$ cat src/rtl/dram_seq_pkg.sv
package dram_seq_pkg;
  typedef enum logic [2:0] {
    CMD_NOP = 3'd0,
    CMD_PRE = 3'd1,
    CMD_ACT = 3'd2,
    CMD_RD  = 3'd3,
    CMD_WR  = 3'd4
  } cmd_e;

  typedef enum logic [1:0] {
    KIND_HIT      = 2'd0,
    KIND_IDLE     = 2'd1,
    KIND_CONFLICT = 2'd2
  } kind_e;
endpackage

$ cat src/rtl/dram_bank_state.sv
module dram_bank_state #(
  parameter int ROW_W   = 12,
  parameter int CAS_LAT = 3
) (
  input  logic             clk_i,
  input  logic             rst_ni,
  input  logic             pre_i,
  input  logic             act_i,
  input  logic             cas_i,
  input  logic             rd_i,
  input  logic [ROW_W-1:0] row_i,
  output logic             open_o,
  output logic [ROW_W-1:0] row_o,
  output logic             busy_o
);
  localparam int CNT_W = $clog2(CAS_LAT + 1);

  logic             open_q;
  logic [ROW_W-1:0] row_q;
  logic [CNT_W-1:0] rd_cnt_q;

  always_ff @(posedge clk_i or negedge rst_ni) begin
    if (!rst_ni) begin
      open_q   <= 1'b0;
      row_q    <= '0;
      rd_cnt_q <= '0;
    end else begin
      if (pre_i) open_q <= 1'b0;
      if (act_i) begin
        open_q <= 1'b1;
        row_q  <= row_i;
      end
      // read data still in flight holds the row
      if (cas_i && rd_i)        rd_cnt_q <= CNT_W'(CAS_LAT - 1);
      else if (rd_cnt_q != '0)  rd_cnt_q <= rd_cnt_q - 1'b1;
    end
  end

  assign open_o = open_q;
  assign row_o  = row_q;
  assign busy_o = (rd_cnt_q != '0);

  a_r5_pre_after_data: assert property (@(posedge clk_i) disable iff (!rst_ni)
    pre_i |-> (rd_cnt_q == '0));
  a_r4_pre_needs_open: assert property (@(posedge clk_i) disable iff (!rst_ni)
    pre_i |-> open_q);
  a_r3_act_needs_closed: assert property (@(posedge clk_i) disable iff (!rst_ni)
    act_i |-> !open_q);
  a_r2_cas_needs_open: assert property (@(posedge clk_i) disable iff (!rst_ni)
    cas_i |-> open_q);
endmodule

$ cat src/rtl/dram_seq_fsm.sv
module dram_seq_fsm
  import dram_seq_pkg::*;
#(
  parameter int NUM_BANKS = 2,
  parameter int BANK_W    = 1,
  parameter int ROW_W     = 12,
  parameter int COL_W     = 10,
  parameter int T_RP      = 2,
  parameter int T_RCD     = 2
) (
  input  logic                             clk_i,
  input  logic                             rst_ni,
  input  logic                             req_valid_i,
  output logic                             req_ready_o,
  input  logic                             req_write_i,
  input  logic [BANK_W-1:0]                req_bank_i,
  input  logic [ROW_W-1:0]                 req_row_i,
  input  logic [COL_W-1:0]                 req_col_i,
  input  logic [NUM_BANKS-1:0]             open_i,
  input  logic [NUM_BANKS-1:0][ROW_W-1:0]  rows_i,
  input  logic [NUM_BANKS-1:0]             busy_i,
  output logic                             pre_go_o,
  output logic                             act_go_o,
  output logic                             cas_go_o,
  output logic [BANK_W-1:0]                bank_o,
  output logic [ROW_W-1:0]                 row_o,
  output logic [COL_W-1:0]                 col_o,
  output logic                             write_o,
  output kind_e                            kind_o
);
  localparam int GAP_MAX = (T_RP > T_RCD) ? T_RP : T_RCD;
  localparam int GAP_W   = $clog2(GAP_MAX + 1);

  typedef enum logic [1:0] {S_IDLE, S_PRE, S_ACT, S_CAS} st_e;

  st_e              st_q;
  logic [GAP_W-1:0] gap_q;
  logic [BANK_W-1:0] bank_q;
  logic [ROW_W-1:0] row_q;
  logic [COL_W-1:0] col_q;
  logic             wr_q;
  kind_e            kind_q;
  kind_e            new_kind;
  logic             accept;

  always_comb begin
    if (!open_i[req_bank_i])                 new_kind = KIND_IDLE;
    else if (rows_i[req_bank_i] == req_row_i) new_kind = KIND_HIT;
    else                                     new_kind = KIND_CONFLICT;
  end

  assign pre_go_o    = (st_q == S_PRE) && !busy_i[bank_q];
  assign act_go_o    = (st_q == S_ACT) && (gap_q == '0) && !busy_i[bank_q];
  assign cas_go_o    = (st_q == S_CAS) && (gap_q == '0);
  assign req_ready_o = (st_q == S_IDLE) || cas_go_o;
  assign accept      = req_valid_i && req_ready_o;

  always_ff @(posedge clk_i or negedge rst_ni) begin
    if (!rst_ni) begin
      st_q   <= S_IDLE;
      gap_q  <= '0;
      bank_q <= '0;
      row_q  <= '0;
      col_q  <= '0;
      wr_q   <= 1'b0;
      kind_q <= KIND_HIT;
    end else begin
      if (gap_q != '0) gap_q <= gap_q - 1'b1;
      if (accept) begin
        bank_q <= req_bank_i;
        row_q  <= req_row_i;
        col_q  <= req_col_i;
        wr_q   <= req_write_i;
        kind_q <= new_kind;
        gap_q  <= '0;
        case (new_kind)
          KIND_HIT:  st_q <= S_CAS;
          KIND_IDLE: st_q <= S_ACT;
          default:   st_q <= S_PRE;
        endcase
      end else if (cas_go_o) begin
        st_q <= S_IDLE;
      end else if (pre_go_o) begin
        st_q  <= S_ACT;
        gap_q <= GAP_W'(T_RP - 1);
      end else if (act_go_o) begin
        st_q  <= S_CAS;
        gap_q <= GAP_W'(T_RCD - 1);
      end
    end
  end

  assign bank_o  = bank_q;
  assign row_o   = row_q;
  assign col_o   = col_q;
  assign write_o = wr_q;
  assign kind_o  = kind_q;

  // gap checkers, independent of the wait counter
  logic [GAP_W-1:0] since_pre_q, since_act_q;
  always_ff @(posedge clk_i or negedge rst_ni) begin
    if (!rst_ni) begin
      since_pre_q <= '0;
      since_act_q <= '0;
    end else begin
      if (pre_go_o)                       since_pre_q <= GAP_W'(1);
      else if (since_pre_q != GAP_W'(GAP_MAX)) since_pre_q <= since_pre_q + 1'b1;
      if (act_go_o)                       since_act_q <= GAP_W'(1);
      else if (since_act_q != GAP_W'(GAP_MAX)) since_act_q <= since_act_q + 1'b1;
    end
  end

  a_r4_act_after_pre: assert property (@(posedge clk_i) disable iff (!rst_ni)
    (act_go_o && kind_q == KIND_CONFLICT) |-> (since_pre_q >= GAP_W'(T_RP)));
  a_r3_cas_after_act: assert property (@(posedge clk_i) disable iff (!rst_ni)
    (cas_go_o && kind_q != KIND_HIT) |-> (since_act_q >= GAP_W'(T_RCD)));
  a_r10_busy_not_ready: assert property (@(posedge clk_i) disable iff (!rst_ni)
    (pre_go_o || act_go_o) |-> !req_ready_o);
endmodule

$ cat src/rtl/dram_cmd_seq.sv
module dram_cmd_seq
  import dram_seq_pkg::*;
#(
  parameter int NUM_BANKS = 2,
  parameter int ROW_W     = 12,
  parameter int COL_W     = 10,
  parameter int T_RP      = 2,
  parameter int T_RCD     = 2,
  parameter int CAS_LAT   = 3,
  localparam int BANK_W   = (NUM_BANKS > 1) ? $clog2(NUM_BANKS) : 1,
  localparam int ADDR_W   = (ROW_W > COL_W) ? ROW_W : COL_W
) (
  input  logic              clk_i,
  input  logic              rst_ni,
  input  logic              req_valid_i,
  output logic              req_ready_o,
  input  logic              req_write_i,
  input  logic [BANK_W-1:0] req_bank_i,
  input  logic [ROW_W-1:0]  req_row_i,
  input  logic [COL_W-1:0]  req_col_i,
  output logic              cmd_valid_o,
  output logic [2:0]        cmd_o,
  output logic [BANK_W-1:0] cmd_bank_o,
  output logic [ADDR_W-1:0] cmd_addr_o,
  output logic              rsp_valid_o,
  output logic [1:0]        rsp_kind_o
);
  logic [NUM_BANKS-1:0]            open_v, busy_v;
  logic [NUM_BANKS-1:0][ROW_W-1:0] rows_v;
  logic                            pre_go, act_go, cas_go, wr_sel;
  logic [BANK_W-1:0]               bank_sel;
  logic [ROW_W-1:0]                row_sel;
  logic [COL_W-1:0]                col_sel;
  kind_e                           kind_sel;
  cmd_e                            cmd;

  dram_seq_fsm #(
    .NUM_BANKS(NUM_BANKS), .BANK_W(BANK_W), .ROW_W(ROW_W), .COL_W(COL_W),
    .T_RP(T_RP), .T_RCD(T_RCD)
  ) u_fsm (
    .clk_i, .rst_ni, .req_valid_i, .req_ready_o, .req_write_i,
    .req_bank_i, .req_row_i, .req_col_i,
    .open_i(open_v), .rows_i(rows_v), .busy_i(busy_v),
    .pre_go_o(pre_go), .act_go_o(act_go), .cas_go_o(cas_go),
    .bank_o(bank_sel), .row_o(row_sel), .col_o(col_sel),
    .write_o(wr_sel), .kind_o(kind_sel)
  );

  for (genvar b = 0; b < NUM_BANKS; b++) begin : g_bank
    logic hit_b;
    assign hit_b = (bank_sel == BANK_W'(b));
    dram_bank_state #(.ROW_W(ROW_W), .CAS_LAT(CAS_LAT)) u_state (
      .clk_i, .rst_ni,
      .pre_i (pre_go && hit_b),
      .act_i (act_go && hit_b),
      .cas_i (cas_go && hit_b),
      .rd_i  (!wr_sel),
      .row_i (row_sel),
      .open_o(open_v[b]),
      .row_o (rows_v[b]),
      .busy_o(busy_v[b])
    );
  end

  always_comb begin
    cmd        = CMD_NOP;
    cmd_addr_o = '0;
    if (pre_go) begin
      cmd = CMD_PRE;
    end else if (act_go) begin
      cmd        = CMD_ACT;
      cmd_addr_o = ADDR_W'(row_sel);
    end else if (cas_go) begin
      cmd        = wr_sel ? CMD_WR : CMD_RD;
      cmd_addr_o = ADDR_W'(col_sel);
    end
  end

  assign cmd_o       = cmd;
  assign cmd_valid_o = (cmd != CMD_NOP);
  assign cmd_bank_o  = bank_sel;
  assign rsp_valid_o = cas_go;
  assign rsp_kind_o  = cas_go ? kind_sel : KIND_HIT;

  a_r9_one_cmd: assert property (@(posedge clk_i) disable iff (!rst_ni)
    $onehot0({pre_go, act_go, cas_go}));
  a_r7_rsp_with_cas: assert property (@(posedge clk_i) disable iff (!rst_ni)
    rsp_valid_o |-> (cmd_o == CMD_RD || cmd_o == CMD_WR));
  a_r8_other_bank_kept: assert property (@(posedge clk_i) disable iff (!rst_ni)
    (act_go && bank_sel != '0) |=> (open_v[0] == $past(open_v[0])));
endmodule

$ cat config.mk
export PLATFORM = sky130hd
export DESIGN_NAME = dram_cmd_seq
export DESIGN_NICKNAME = d
export VERILOG_FILES = /design/src/rtl/dram_seq_pkg.sv /design/src/rtl/dram_bank_state.sv /design/src/rtl/dram_seq_fsm.sv /design/src/rtl/dram_cmd_seq.sv
export SDC_FILE = /design/constraint.sdc
export NUM_CORES = 1
export LEC_CHECK = 0
export BUFFER_PORTS_ARGS = -buffer_cell sky130_fd_sc_hd__buf_2
export CAP_MARGIN = 15
export CORE_MARGIN = 10
export CORE_UTILIZATION = 25
export CTS_CLUSTER_DIAMETER = 150
export CTS_CLUSTER_SIZE = 40
export DETAILED_ROUTE_END_ITERATION = 8
export PLACE_DENSITY = 0.43
export SYNTH_ARGS = -nofsm -noshare
export SYNTH_HDL_FRONTEND = slang
export SYNTH_SLANG_ARGS = --single-unit
export TNS_END_PERCENT = 1
$ cat constraint.sdc
create_clock -name clk_i -period 1.5 [get_ports clk_i]
set_input_delay 0.15 -clock clk_i [delete_from_list [all_inputs] [get_ports clk_i]]
set_output_delay 0.15 -clock clk_i [all_outputs]
set_load 0.01 [all_outputs]
==> results.py <==
metrics = {
    "outcome": {
        "status": "complete, but fails checks",
        "violations": "negative setup slack",
    },
    "placement": {
        "io_buffers": 47,
        "placedInstanceArea_sq_um": 3428,
        "dp.cells": 441,
        "place_worst_setup_slack_ns": -0.1003,
        "detailed_place_hpwl_um": 5264,
        "place.gp.congestion": 0.7372,
    },
    "worst_setup_path": {
        "reg2reg_depth": 6,
        "end_kind": "primary output",
        "crit_fanout": 6,
        "worstPathArrival_ns": 1.72,
        "setup.worst_path.class": "flop to primary output",
        "worstPathRequired_ns": 1.35,
        "critPathLaunchType": "flop",
    },
    "synthesis": {
        "synth_seq_area_share": 0.5338,
        "yosysTopAreaCell": "dfrtp_1",
        "yosysWarnings": 0,
        "synth_top_area_frac": 0.5338,
        "synth_most_common_cell": "dfrtp_1",
        "synth_commonest_cells": "dfrtp_1, nand2_1, mux2_2",
        "syn-num-nets": 263,
        "avgSynthCellArea_sq_um": 12.02,
        "ys.flop_type": "dfrtp_1",
        "synthTopCellsByArea": "dfrtp_1, mux2_2, mux2_1",
        "async_reset_ff_frac": 1.000,
        "yosysUniqueCellTypes": 39,
        "synthCells": 234,
        "synth_edf_count": 0,
        "synth-seq-cells": 60,
        "netlist_area_sq_um": 2813,
    },
    "floorplanning": {
        "pin_count": 48,
        "dieArea_sq_um": 15890,
        "rows": 38,
        "die_w_um": 126.1,
        "start_util": 0.2572,
        "core_sq_um": 10940,
        "fp.dieH_um": 126.1,
    },
    "final_layout": {
        "stdcell_count": 463,
        "syn2layout_area_growth_pct": 41.86,
        "fill_cells": 1105,
        "layout.nets": 347,
        "multi_input_area_sq_um": 1353,
        "drive_above_1_share": 0.4489,
        "regArea_sq_um": 1501,
        "diodes": 0,
        "fin_area_sq_um": 3990,
        "fin_util": 0.3649,
    },
    "timing": {
        "finalCritPeriodShare": 1.245,
        "post-route-min-period_ns": 1.867,
        "grt_setup_unrepaired": "yes",
        "worst_slack_ns": -0.3669,
        "slew_violations": 0,
        "worstMarginPinSlew_ns": 0.3590,
        "setup_viol": 43,
        "clock.fmax_ghz": 0.5357,
        "finalHoldViolations": 0,
        "clock_skew_ns": 0.007747,
        "slew_headroom": 0.7607,
    },
    "clocking": {
        "cts.path.max_buffers": 2,
        "htree_levels": 3,
        "cts_sinks": 60,
        "clk_latency_ns": 0.33,
        "cts_tree": "done",
        "cts-root-buf": "clkbuf_16",
        "clkTransAtPathRegs_ns": 0.06,
        "numCtsBuffers": 9,
    },
    "hold_path": {
        "whs_path_depth": 3,
        "hold_class": "input port to flop",
    },
    "drt": {
        "first_iter_violations": 67,
        "drtPass1Iterations": 4,
        "drt-total-wl_um": 7374,
        "drcViolationCount": 0,
        "routed_via_density": 4.317,
        "vias": 1999,
        "drt.antenna.violating_nets": 0,
        "wire_per_inst_um": 15.93,
    },
    "pwr": {
        "vdd_drop_max_mv": 0.7610,
        "powerDensity_nw_per_um2": 2223,
        "leakagePower_nw": 1.976,
        "finalPower_mw": 8.868,
    },
    "run": {
        "maxCapViolCount": 0,
    },
    "global_routing": {
        "grt_pass1_wl_um": 12050,
        "grt-ovfl-total": 0,
        "globalRouteTotalUtil": 0.09520,
        "antenna_found_initial": 0,
        "grt_pass1_vias": 2259,
        "grt_max_degree": 61,
    },
}
## metrics by stage
stage	TNS, ns	hold WS, ns
4_1_cts	-5.823	0.003420
6_report	-7.260	0.01484
2_1_floorplan	-0.1427	-0.1456
3_5_place_dp	-0.8061	0.1886
3_3_place_gp	-0.6683	0.1891
5_1_grt	-12.61	0.007716
## final timing paths
check | slack, ns | startpoint | endpoint
max in group asynchronous | 0.86 | rst_ni | g_bank[0].u_state.row_o[9]
worst min-delay path | 0.01 | req_col_i[5] | u_fsm.col_o[5]
worst min register to register | 0.47 | u_fsm.kind_o[0] | u_fsm.kind_o[0]
worst max register to register | -0.15 | u_fsm.st_q[0] | g_bank[1].u_state.row_o[9]
min in group asynchronous | 0.35 | rst_ni | u_fsm.row_o[3]
worst max-delay path | -0.37 | u_fsm.st_q[0] | cmd_addr_o[3]
## worst max-delay path, stage by stage, from the launching register on
cell and delay, ns:
dfrtp_1 0.40, nor2b_1 0.18, nand4b_1 0.22, nand2_4 0.18, buf_6 0.14, a22o_1 0.13
buf_2 0.13
## sequential cells by signal, summed over array words and instances (netlist names)
| register | cells |
|---|---|
| g_bank.u_state.open_o | 2 |
| u_fsm.kind_o | 2 |
| u_fsm.col_o | 10 |
| g_bank.u_state.row_o | 24 |
| u_fsm.row_o | 12 |
| u_fsm.gap_q | 2 |
| u_fsm.st_q | 2 |
| u_fsm.bank_o | 1 |
| u_fsm.write_o | 1 |
| g_bank.u_state.rd_cnt_q | 4 |
## area by class of cell
| cell class | instances | share of cell area |
|---|---|---|
| Tap cell | 140 | 0.04390 |
| Timing Repair Buffer | 82 | 0.1558 |
| Inverter | 5 | 0.005331 |
| Sequential cell | 60 | 0.3763 |
| Clock inverter | 5 | 0.01881 |
| Multi-Input combinational cell | 160 | 0.3390 |
| Clock buffer | 11 | 0.06083 |
## power breakdown
part           switching [mW]  internal (mW)  leakage [nW]
sequential              0.539           2.41         0.736
combinational            1.64           2.08          1.08
clock                   0.713           1.49         0.159
total                    2.89           5.98          1.98
## metal layers
metal,up-vias,GRT usage,part of all wire
met2,39,0.1521,0.47
met4,0,0.04153,0.017
met5,-,0,0
met3,10,0.02894,0.043
li1,978,-,-
met1,972,0.1159,0.47
## repair_timing
action / in CTS / in global routing
setup buffers: 3 / 2
pin swaps: 7 / 7
hold buffers: 1 / 0
gates resized for setup: 13 / 34
cloned: 0 / 0
endpoints found under the hold margin: 60 / 0
endpoints found under the setup margin: 42 / 67
## cell families after synthesis
| logic type | Yosys count | share of synthesized area |
|---|---|---|
| AO/OA/AOI/OAI | 22 | 0.06495 |
| adder cells (fa/ha/maj) | 2 | 0.008895 |
| multiplexers | 50 | 0.1944 |
| flip-flops | 60 | 0.5338 |
| XOR/XNOR | 14 | 0.04360 |
| buffers and inverters | 14 | 0.03158 |
| AND/OR/NAND/NOR | 72 | 0.1228 |
## cells in the final DEF (no fill, tap or decap), drive strengths merged, types with 5 or more instances in the layout
master,n
clkbuf,11
inv,5
nand2,41
xnor2,12
mux2,37
dfrtp,60
mux2i,13
and2,5
nor2,7
a22o,10
buf,81
Power figures use the tool's default switching activity.
